==> src/rtl/twi_rd_pkg.sv <==
package twi_rd_pkg;

    localparam int unsigned TWI_ADDR_W = 9;
    localparam int unsigned TWI_SYNC_STAGES = 2;

    typedef enum logic [2:0] {
        ST_IDLE,
        ST_DEV,
        ST_ACK,
        ST_WADDR,
        ST_TX,
        ST_MACK
    } twi_state_t;

    typedef enum logic [1:0] {
        AK_READ,
        AK_WRITE,
        AK_WORD
    } ack_kind_t;

    typedef struct packed {
        logic scl_rise;
        logic scl_fall;
        logic start;
        logic stop;
        logic sda;
    } bus_ev_t;

    // Open-drain decision: pull low while acknowledging or sending a zero.
    function automatic logic pull_low(input twi_state_t st, input logic tx_msb);
        return (st == ST_ACK) || (st == ST_TX && !tx_msb);
    endfunction

endpackage

==> src/rtl/twi_line_sync.sv <==
module twi_line_sync
    import twi_rd_pkg::*;
#(
    parameter int unsigned STAGES = TWI_SYNC_STAGES
) (
    input  logic    clk,
    input  logic    rst,
    input  logic    scl_in,
    input  logic    sda_in,
    output bus_ev_t ev
);
    logic [STAGES-1:0] scl_q, sda_q;
    logic scl_d, sda_d;
    logic scl_s, sda_s;

    assign scl_s = scl_q[STAGES-1];
    assign sda_s = sda_q[STAGES-1];

    always_ff @(posedge clk) begin
        if (rst) begin
            scl_q <= '1;
            sda_q <= '1;
            scl_d <= 1'b1;
            sda_d <= 1'b1;
        end else begin
            scl_q <= {scl_q[STAGES-2:0], scl_in};
            sda_q <= {sda_q[STAGES-2:0], sda_in};
            scl_d <= scl_s;
            sda_d <= sda_s;
        end
    end

    always_comb begin
        ev.scl_rise = scl_s & ~scl_d;
        ev.scl_fall = ~scl_s & scl_d;
        ev.start    = scl_s & scl_d & sda_d & ~sda_s;
        ev.stop     = scl_s & scl_d & ~sda_d & sda_s;
        ev.sda      = sda_s;
    end
endmodule

==> src/rtl/twi_addr_ctr.sv <==
module twi_addr_ctr #(
    parameter int unsigned W = 9
) (
    input  logic         clk,
    input  logic         rst,
    input  logic         load,
    input  logic [W-1:0] load_val,
    input  logic         inc,
    output logic [W-1:0] ptr
);
    localparam logic [W-1:0] TOP = '1;

    always_ff @(posedge clk) begin
        if (rst)       ptr <= '0;
        else if (load) ptr <= load_val;
        else if (inc)  ptr <= ptr + 1'b1;
    end

    a_r7_wrap_to_zero: assert property (@(posedge clk) disable iff (rst)
        (inc && !load && ptr == TOP) |=> (ptr == '0));
endmodule

==> src/rtl/twi_mem.sv <==
module twi_mem #(
    parameter int unsigned AW = 9
) (
    input  logic          clk,
    input  logic          wr_en,
    input  logic [AW-1:0] wr_addr,
    input  logic [7:0]    wr_data,
    input  logic [AW-1:0] rd_addr,
    output logic [7:0]    rd_data
);
    localparam int unsigned DEPTH = 1 << AW;

    logic [7:0] cells [DEPTH];

    always_ff @(posedge clk) begin
        if (wr_en) cells[wr_addr] <= wr_data;
    end

    assign rd_data = cells[rd_addr];
endmodule

==> src/rtl/twi_eeprom_reader.sv <==
module twi_eeprom_reader
    import twi_rd_pkg::*;
#(
    parameter int unsigned ADDR_W      = TWI_ADDR_W,
    parameter logic [7:0]  DEV_BYTE_ID = 8'hA0
) (
    input  logic              clk,
    input  logic              rst,
    input  logic              scl_i,
    input  logic              sda_i,
    output logic              sda_pull_o,
    input  logic              ld_en,
    input  logic [ADDR_W-1:0] ld_addr,
    input  logic [7:0]        ld_data
);
    localparam int unsigned BLK_W = ADDR_W - 8;   // block-select bits in device byte
    localparam int unsigned ID_W  = 7 - BLK_W;    // identity bits in device byte

    bus_ev_t            ev;
    twi_state_t         state;
    ack_kind_t          ack_kind;
    logic [7:0]         shreg, tx;
    logic [3:0]         bit_cnt;
    logic [BLK_W-1:0]   blk_q;
    logic               mack_q;
    logic               id_ok, quiet;
    logic               ptr_load, ptr_inc;
    logic [ADDR_W-1:0]  ptr;
    logic [7:0]         rd_data;

    twi_line_sync #(.STAGES(TWI_SYNC_STAGES)) u_sync (
        .clk(clk), .rst(rst), .scl_in(scl_i), .sda_in(sda_i), .ev(ev)
    );

    twi_addr_ctr #(.W(ADDR_W)) u_ptr (
        .clk(clk), .rst(rst), .load(ptr_load), .load_val({blk_q, shreg}),
        .inc(ptr_inc), .ptr(ptr)
    );

    twi_mem #(.AW(ADDR_W)) u_mem (
        .clk(clk), .wr_en(ld_en), .wr_addr(ld_addr), .wr_data(ld_data),
        .rd_addr(ptr), .rd_data(rd_data)
    );

    assign id_ok    = (shreg[7 -: ID_W] == DEV_BYTE_ID[7 -: ID_W]);
    assign quiet    = !ev.start && !ev.stop;
    assign ptr_load = quiet && state == ST_WADDR && ev.scl_fall && bit_cnt == 4'd8;
    assign ptr_inc  = quiet && state == ST_TX && ev.scl_fall && bit_cnt == 4'd7;
    assign sda_pull_o = pull_low(state, tx[7]);

    always_ff @(posedge clk) begin
        if (rst) begin
            state    <= ST_IDLE;
            ack_kind <= AK_READ;
            shreg    <= '0;
            tx       <= '1;
            bit_cnt  <= '0;
            blk_q    <= '0;
            mack_q   <= 1'b0;
        end else if (ev.start) begin
            state   <= ST_DEV;
            bit_cnt <= '0;
        end else if (ev.stop) begin
            state <= ST_IDLE;
        end else begin
            unique case (state)
                ST_DEV, ST_WADDR: begin
                    if (ev.scl_rise) begin
                        shreg   <= {shreg[6:0], ev.sda};
                        bit_cnt <= bit_cnt + 4'd1;
                    end else if (ev.scl_fall && bit_cnt == 4'd8) begin
                        bit_cnt <= '0;
                        if (state == ST_WADDR) begin
                            state    <= ST_ACK;
                            ack_kind <= AK_WORD;
                        end else if (id_ok) begin
                            state    <= ST_ACK;
                            ack_kind <= shreg[0] ? AK_READ : AK_WRITE;
                            if (!shreg[0]) blk_q <= shreg[BLK_W:1];
                        end else begin
                            state <= ST_IDLE;
                        end
                    end
                end
                ST_ACK: begin
                    if (ev.scl_fall) begin
                        bit_cnt <= '0;
                        unique case (ack_kind)
                            AK_READ: begin
                                tx    <= rd_data;
                                state <= ST_TX;
                            end
                            AK_WRITE: state <= ST_WADDR;
                            default:  state <= ST_IDLE;
                        endcase
                    end
                end
                ST_TX: begin
                    if (ev.scl_fall) begin
                        if (bit_cnt == 4'd7) begin
                            state <= ST_MACK;
                            tx    <= '1;
                        end else begin
                            tx      <= {tx[6:0], 1'b1};
                            bit_cnt <= bit_cnt + 4'd1;
                        end
                    end
                end
                ST_MACK: begin
                    if (ev.scl_rise) mack_q <= ~ev.sda;
                    if (ev.scl_fall) begin
                        bit_cnt <= '0;
                        if (mack_q) begin
                            tx    <= rd_data;
                            state <= ST_TX;
                        end else begin
                            state <= ST_IDLE;
                        end
                    end
                end
                default: state <= ST_IDLE;
            endcase
        end
    end

    a_r2_start_restarts: assert property (@(posedge clk) disable iff (rst)
        ev.start |=> (state == ST_DEV && bit_cnt == 4'd0));

    a_r2_stop_idles: assert property (@(posedge clk) disable iff (rst)
        (ev.stop && !ev.start) |=> (state == ST_IDLE));

    a_r4_foreign_ignored: assert property (@(posedge clk) disable iff (rst)
        (state == ST_DEV && ev.scl_fall && bit_cnt == 4'd8 && !id_ok && quiet)
        |=> (state == ST_IDLE && !sda_pull_o));

    a_r5_pull_moves_after_fall: assert property (@(posedge clk) disable iff (rst)
        !$stable(sda_pull_o) |-> $past(ev.scl_fall || ev.start || ev.stop));

    a_r6_nack_releases: assert property (@(posedge clk) disable iff (rst)
        (state == ST_MACK && ev.scl_fall && !mack_q && quiet)
        |=> (state == ST_IDLE && !sda_pull_o));

    a_r10_quiet_states: assert property (@(posedge clk) disable iff (rst)
        (state == ST_IDLE || state == ST_DEV || state == ST_WADDR || state == ST_MACK)
        |-> !sda_pull_o);
endmodule

==> config.mk <==
export PLATFORM = sky130hd
export DESIGN_NAME = twi_eeprom_reader
export DESIGN_NICKNAME = d
export VERILOG_FILES = /design/src/rtl/twi_rd_pkg.sv /design/src/rtl/twi_line_sync.sv /design/src/rtl/twi_addr_ctr.sv /design/src/rtl/twi_mem.sv /design/src/rtl/twi_eeprom_reader.sv
export SDC_FILE = /design/constraint.sdc
export NUM_CORES = 2
export LEC_CHECK = 0
export BUFFER_PORTS_ARGS = -buffer_cell sky130_fd_sc_hd__buf_4
export CAP_MARGIN = 20
export CORE_UTILIZATION = 47
export CTS_CLUSTER_DIAMETER = 150
export DETAILED_ROUTE_END_ITERATION = 16
export GPL_ROUTABILITY_DRIVEN = 0
export GPL_TIMING_DRIVEN = 0
export SYNTH_ARGS = -nofsm -noshare
export SYNTH_HDL_FRONTEND = slang
export SYNTH_SLANG_ARGS = --single-unit
==> constraint.sdc <==
create_clock -name clk -period 4.6 [get_ports clk]
set_clock_uncertainty 0.15 [all_clocks]
set_input_delay 1.15 -clock clk [delete_from_list [all_inputs] [get_ports clk]]
set_output_delay 1.15 -clock clk [all_outputs]
set_load 0.02 [all_outputs]
* Word level (Yosys, flattened, before mapping)
Memory sizes are Yosys's and may differ from the RTL's. A register that Yosys moved wholly into a read port is not among the register bits.
Cells that the tools add are included.
** Storage, ports and cells
- Memories kept :: 1
- Latch bits :: 0
- Register bits :: 42
- Logic and storage cells :: 123
- Bits in writable memories :: 4096
- Input bits :: 22
- ROM bits :: 0
- Output and inout port bits :: 1
** Operators by class
- Shift operators :: 0
- Bitwise logic cells :: 16
- Equality and inequality tests :: 26
- $mul :: 0
- Add/sub/neg operators :: 2
- Muxes and demuxes :: 35
- Reduce and logical (&&, ||, !) cells :: 30
- Order comparisons :: 0
- Div/mod/pow operators :: 0
** Memory list
- u_mem.cells :: words 512, bits a word 8, read ports 1, clocked after Yosys merged registers in 1, write ports 1, line twi_mem.sv:13 : logic [7:0] cells [DEPTH];
** Operators by type and width (number)
- two-way mux 8 bit :: 6
- two-way mux 9 bit :: 4
- inequality test 4 bit, second input constant :: 6
- one-hot mux 8 bit (3 select lines) :: 1
- AND reduction 6 bit :: 4
- two-way mux 3 bit :: 7
- two-way mux 4 bit :: 5
- inequality test 2 bit, second input constant :: 8
- AND reduction 8 bit :: 2
- one-hot mux 3 bit (4 select lines) :: 1
- one-hot mux 4 bit (3 select lines) :: 1
- adder 9 x 1 -> 9 bit, second input constant :: 1
- logical AND 1 bit :: 9
- NOT 1 bit :: 9
- two-way mux 2 bit :: 4
- AND reduction 4 bit :: 2
- AND 1 bit :: 7
- == test 3 x 2 -> 1 bit, second input constant :: 2
- == test 3 bit, second input constant :: 2
- == test 6 bit, second input constant :: 1
- one-hot mux 3 bit (2 select lines) :: 1
- nonzero test 3 bit :: 2
- OR reduction 2 bit :: 3
- two-way mux 1 bit :: 5
- 12 further kinds :: 16

* Depth between registers and ports, before layout
- Depth in word-level cells :: 12
- Depth in mapped cells :: 13
- Gate-level depth less buffers :: 9

* By module
From an unflattened synthesis, not the netlist that was laid out.
** Second synthesis, totals
- Cells, all modules :: 8270
- Area, all modules :: 161951.6 µm²
** By module, submodules not included
- twi_mem :: cells an instance 8022, area an instance 159767.0 µm², times used 1, sequential area each 122998.0 µm²
- twi_eeprom_reader :: cells an instance 170, area an instance 1478.9 µm², times used 1, sequential area each 540.5 µm²
- twi_addr_ctr :: cells an instance 61, area an instance 508.0 µm², times used 1, sequential area each 180.2 µm²
- twi_line_sync :: cells an instance 17, area an instance 197.7 µm², times used 1, sequential area each 120.1 µm²

* Worst setup path after synthesis
OpenSTA, ideal clock, no wires.
- Kind :: reg2reg
- From :: register with a tool-made name
- To :: register tx[4]
- Arrival time :: 2.742 ns
- Path buffers :: 5
- Setup slack :: 1.582 ns
- Required time :: 4.323 ns
- Cell stages (with the launch flop) :: 12
- Setup time :: 0.127 ns
- Period minus slack after synthesis :: 3.018 ns
- Cells stage by stage :: dfxtp_1 buf_2 buf_2 buf_2 clkbuf_1 clkbuf_1 mux4_2 mux4_2 a22oi_1 a22oi_1 nand3b_1 o211ai_1
** RTL lines
- end signal: assignment :: line twi_eeprom_reader.sv:90 : tx <= rd_data;
- end signal: assignment :: line twi_eeprom_reader.sv:104 : tx <= {tx[6:0], 1'b1};
- end signal: assignment :: line twi_eeprom_reader.sv:114 : tx <= rd_data;
- end: declaration :: line twi_eeprom_reader.sv:22 : logic [7:0] shreg, tx;

==> metrics.txt <==
NumNets Final 7759; Worst Hold End u_sync.sda_q[0]$_SDFF_PP1_; leading post-synthesis cells by cell area edfxtp_1 77%, mux4_2 17%, nor2_1 1.4%; vias 88.0k; YS warnings 0; Crit path top cell by count clkbuf_2; Hold Path Origin sda_i; largest net degree at the start of global routing 177; Crit path depth 11; via/cell ratio 6.95; clk sinks 4147; Final Util 54.1%; worst-case clock buffer depth 4; LEAKAGE 55.3 nW; Post-synth top flop edfxtp_1; TritonCTS clock tree done; WP data required 5.39 ns; Hold Slack 0.172 ns; Crit path largest cell delay 0.76 ns; minimum clock period after layout 4.91 ns; total power 76.6 mW; worst skew pair latency 1.05 ns; critical path class register to register; post-route insts no fill 12.7k; VDD IR max 0.345 mV; Synth Net Count 7152; CP max FO 11; Final Cell Area 184000 um2; Synth area leader edfxtp_1; total grt overflow 0; Avg Cell Area, Syn 22.5 um2; Yosys cell types 65; die area 344000 um2; Inst Count DP 11.8k; class of the worst hold path primary input to register; status finished, violations left; Area growth, synth to finish 14.5%; sequential area share after synthesis 77.2%; startpoint types register; asr flop ratio synth 0%; fmax 0.204 GHz; crit path buf inv count 4; WL final 605 mm; Hold Vio Cnt, Final 0; Clk pin slew, worst setup/hold paths 0.06 ns; unrepaired setup endpoints after global routing no; Worst Tran Pin Value 1.28 ns; chip width 587 um; layout cell share with drive strength beyond 1 29.3%; crit path max-delay cell type clkbuf_2; Mapped Area 161000 um2; endpoints failing setup 8; Ports 23; RR Endpoint tx[5]$_SDFFE_PP1P_; Worst path top cell family by delay buffers and inverters; CTS Root Cell clkbuf_16; Yosys top cell area share 76.6%; DRT Pass-1 Iters 8; TritonCTS Buffers 422; Cells after Synth 7127; Core Area 340000 um2; CP endpoint kind register; htree depth 5; flop2flop setup slack -0.31 ns; DRT antenna net count 0; failing checks setup timing; post-CTS setup buffers 0; initial antenna violation count 76; gr usage total 35.0%; Slew Viols, Final 0; DRT iter0 DRCs 17.6k; Relative slew margins 15.0%; crit-path cells buf_2, clkbuf_2, nor2_1, clkbuf_2, clkbuf_2, a22oi_1, a21oi_1, a21oi_1, a31oi_1, nand4_1, a31oi_1; DRC errors left 0; DR WL/cell 47.8 um; FP Rows 214; pwr dens 416 nW/um2; arrival time at the worst endpoint 5.70 ns; Final WS setup -0.313 ns; maxcap violations 0; Initial Util 47.3%; die span in y 587 um; Area after DPL 169000 um2; Worst R2R Path Depth 11; hpwl dp 414 mm; number of synthesized flops with an enable pin 4096; Port Buf Inserts 21; first-pass GRT wire length 783 mm; crit share post-route 107%; number of synthesized register bits 4147; hold depth 2; number of global-route vias before repair 82.4k
## cell usage in the layout (no fill, tap or decap), types with 14 or more instances in the layout
master        n
o21ai_0      20
buf_16       47
nor2_1      591
nand2b_1     14
nor2b_1      27
dfxtp_1      51
a211oi_1     27
o22ai_1      31
mux4_2     1198
buf_12       36
a22oi_1      49
clkbuf_16   430
nor3_1       18
clkinv_2     74
nand2_1     112
buf_4       122
bufinv_16    34
diode_2      47
a21oi_1      63
clkinv_1     84
o211ai_1     15
buf_8        51
buf_6        93
edfxtp_1   4096
nand3_1      30
buf_2        66
clkbuf_1    180
clkbuf_2     89
mux2i_1     140
clkbuf_4     16
## worst reg2reg max path: stages, from the launching register on
cell	delay, ns
dfxtp_1	0.29
buf_2	0.26
clkbuf_2	0.47
nor2_1	0.35
clkbuf_2	0.72
clkbuf_2	0.78
a22oi_1	0.26
a21oi_1	0.35
a21oi_1	0.07
a31oi_1	0.42
nand4_1	0.45
a31oi_1	0.28
## metal layers
metal / wire length (um) / global-route usage [%] / up-vias / part of all wire, %
met2: 258000 / 49.7 / 8001 / 43
li1: - / - / 31400 / -
met3: 89900 / 13.1 / 1767 / 15
met5: 158 / 0 / - / 0.026
met1: 204000 / 44.5 / 46800 / 34
met4: 52700 / 24.6 / 22 / 8.7
## kinds of logic (layout without fill, tap and decap cells)
logic type      after synthesis  in the layout  synth area share (%)
mux                        1348           1348                  17.7
compound gates              290            290                  1.23
fa+ha+maj                     3              3                0.0234
flops                      4147           4147                  77.2
buf+inv                     435           1383                  1.35
xor+xnor                     11             11                0.0600
other cells                   0             47                     0
simple gates                893            893                  2.37
## report_power, final
| group | internal, mW | total [mW] | switching, mW |
|---|---|---|---|
| Sequential | 41.6 | 41.6 | 0.0125 |
| Combinational | 0.129 | 0.969 | 0.840 |
| Clock | 19.2 | 34.1 | 14.9 |
## state kept, by name, indices dropped and copies added, names as in the netlist, named ones only
register	flops
ack_kind	2
tx	8
mack_q	1
blk_q	1
u_sync.sda_d	1
u_ptr.ptr	9
u_sync.scl_q	2
u_mem.cells	4096
state	3
bit_cnt	4
u_sync.scl_d	1
u_sync.sda_q	2
shreg	8
## worst max-delay path by stage
| stage | startpoint | end | slack (ns) |
|---|---|---|---|
| after floorplan | register | tx[4]$_SDFFE_PP1P_ | 1.58 |
| after CTS | register | tx[5]$_SDFFE_PP1P_ | 0.0002 |
| after global placement | register | tx[0]$_SDFFE_PP1P_ | -4.04 |
| after detailed placement | register | tx[6]$_SDFFE_PP1P_ | -1.91 |
| after global routing | register | tx[5]$_SDFFE_PP1P_ | 0.005 |
| final | register | tx[5]$_SDFFE_PP1P_ | -0.31 |
## cell usage after synthesis (6+ instances only)
master    count
a211oi_1     30
a21oi_1      67
a221oi_1      7
a22o_1        8
a22oi_1      54
and2_1        9
and3_1       10
buf_1        44
buf_2       114
buf_4        67
buf_6        19
clkbuf_1    180
dfxtp_1      51
edfxtp_1   4096
inv_1         9
mux2_2        7
mux2i_1     143
mux4_2     1198
nand2_1     114
nand2b_1     15
nand3_1      30
nand3b_1      8
nand4_1       7
nor2_1      598
nor2b_1      27
nor3_1       23
nor3b_1      13
nor4_1        8
o211ai_1     15
o21ai_0      22
o221ai_1     13
o22ai_1      31
or2_2         7
or3_1         9
xnor2_1       6
## metrics by stage
step	setup TNS [ns]	worst slack, ns
6_report	-1.23	-0.313
3_3_place_gp	-6096.47	-4.04
5_1_grt	0	0.00495
2_1_floorplan	0	1.58
4_1_cts	0	0.000218
3_5_place_dp	-14.53	-1.91
## timing repair
action	4_1_cts	5_1_grt
hold buffers	0	0
setup endpoints to repair	8	7
gates resized for setup	225	29
pin swaps	2	4
## cell type report
| class | count | area, um2 |
|---|---|---|
| antenna | 47 | 118 |
| buffer | 414 | 2850 |
| clock buffer | 540 | 11200 |
| clock inverter | 225 | 2220 |
| fill | 25500 | 156000 |
| inverter | 11 | 41.3 |
| multi-input combinational | 2545 | 34600 |
| sequential | 4147 | 124000 |
| tap | 4536 | 5680 |
| timing repair buffer | 193 | 3140 |
Note: power is estimated with default switching activity, not from simulation.
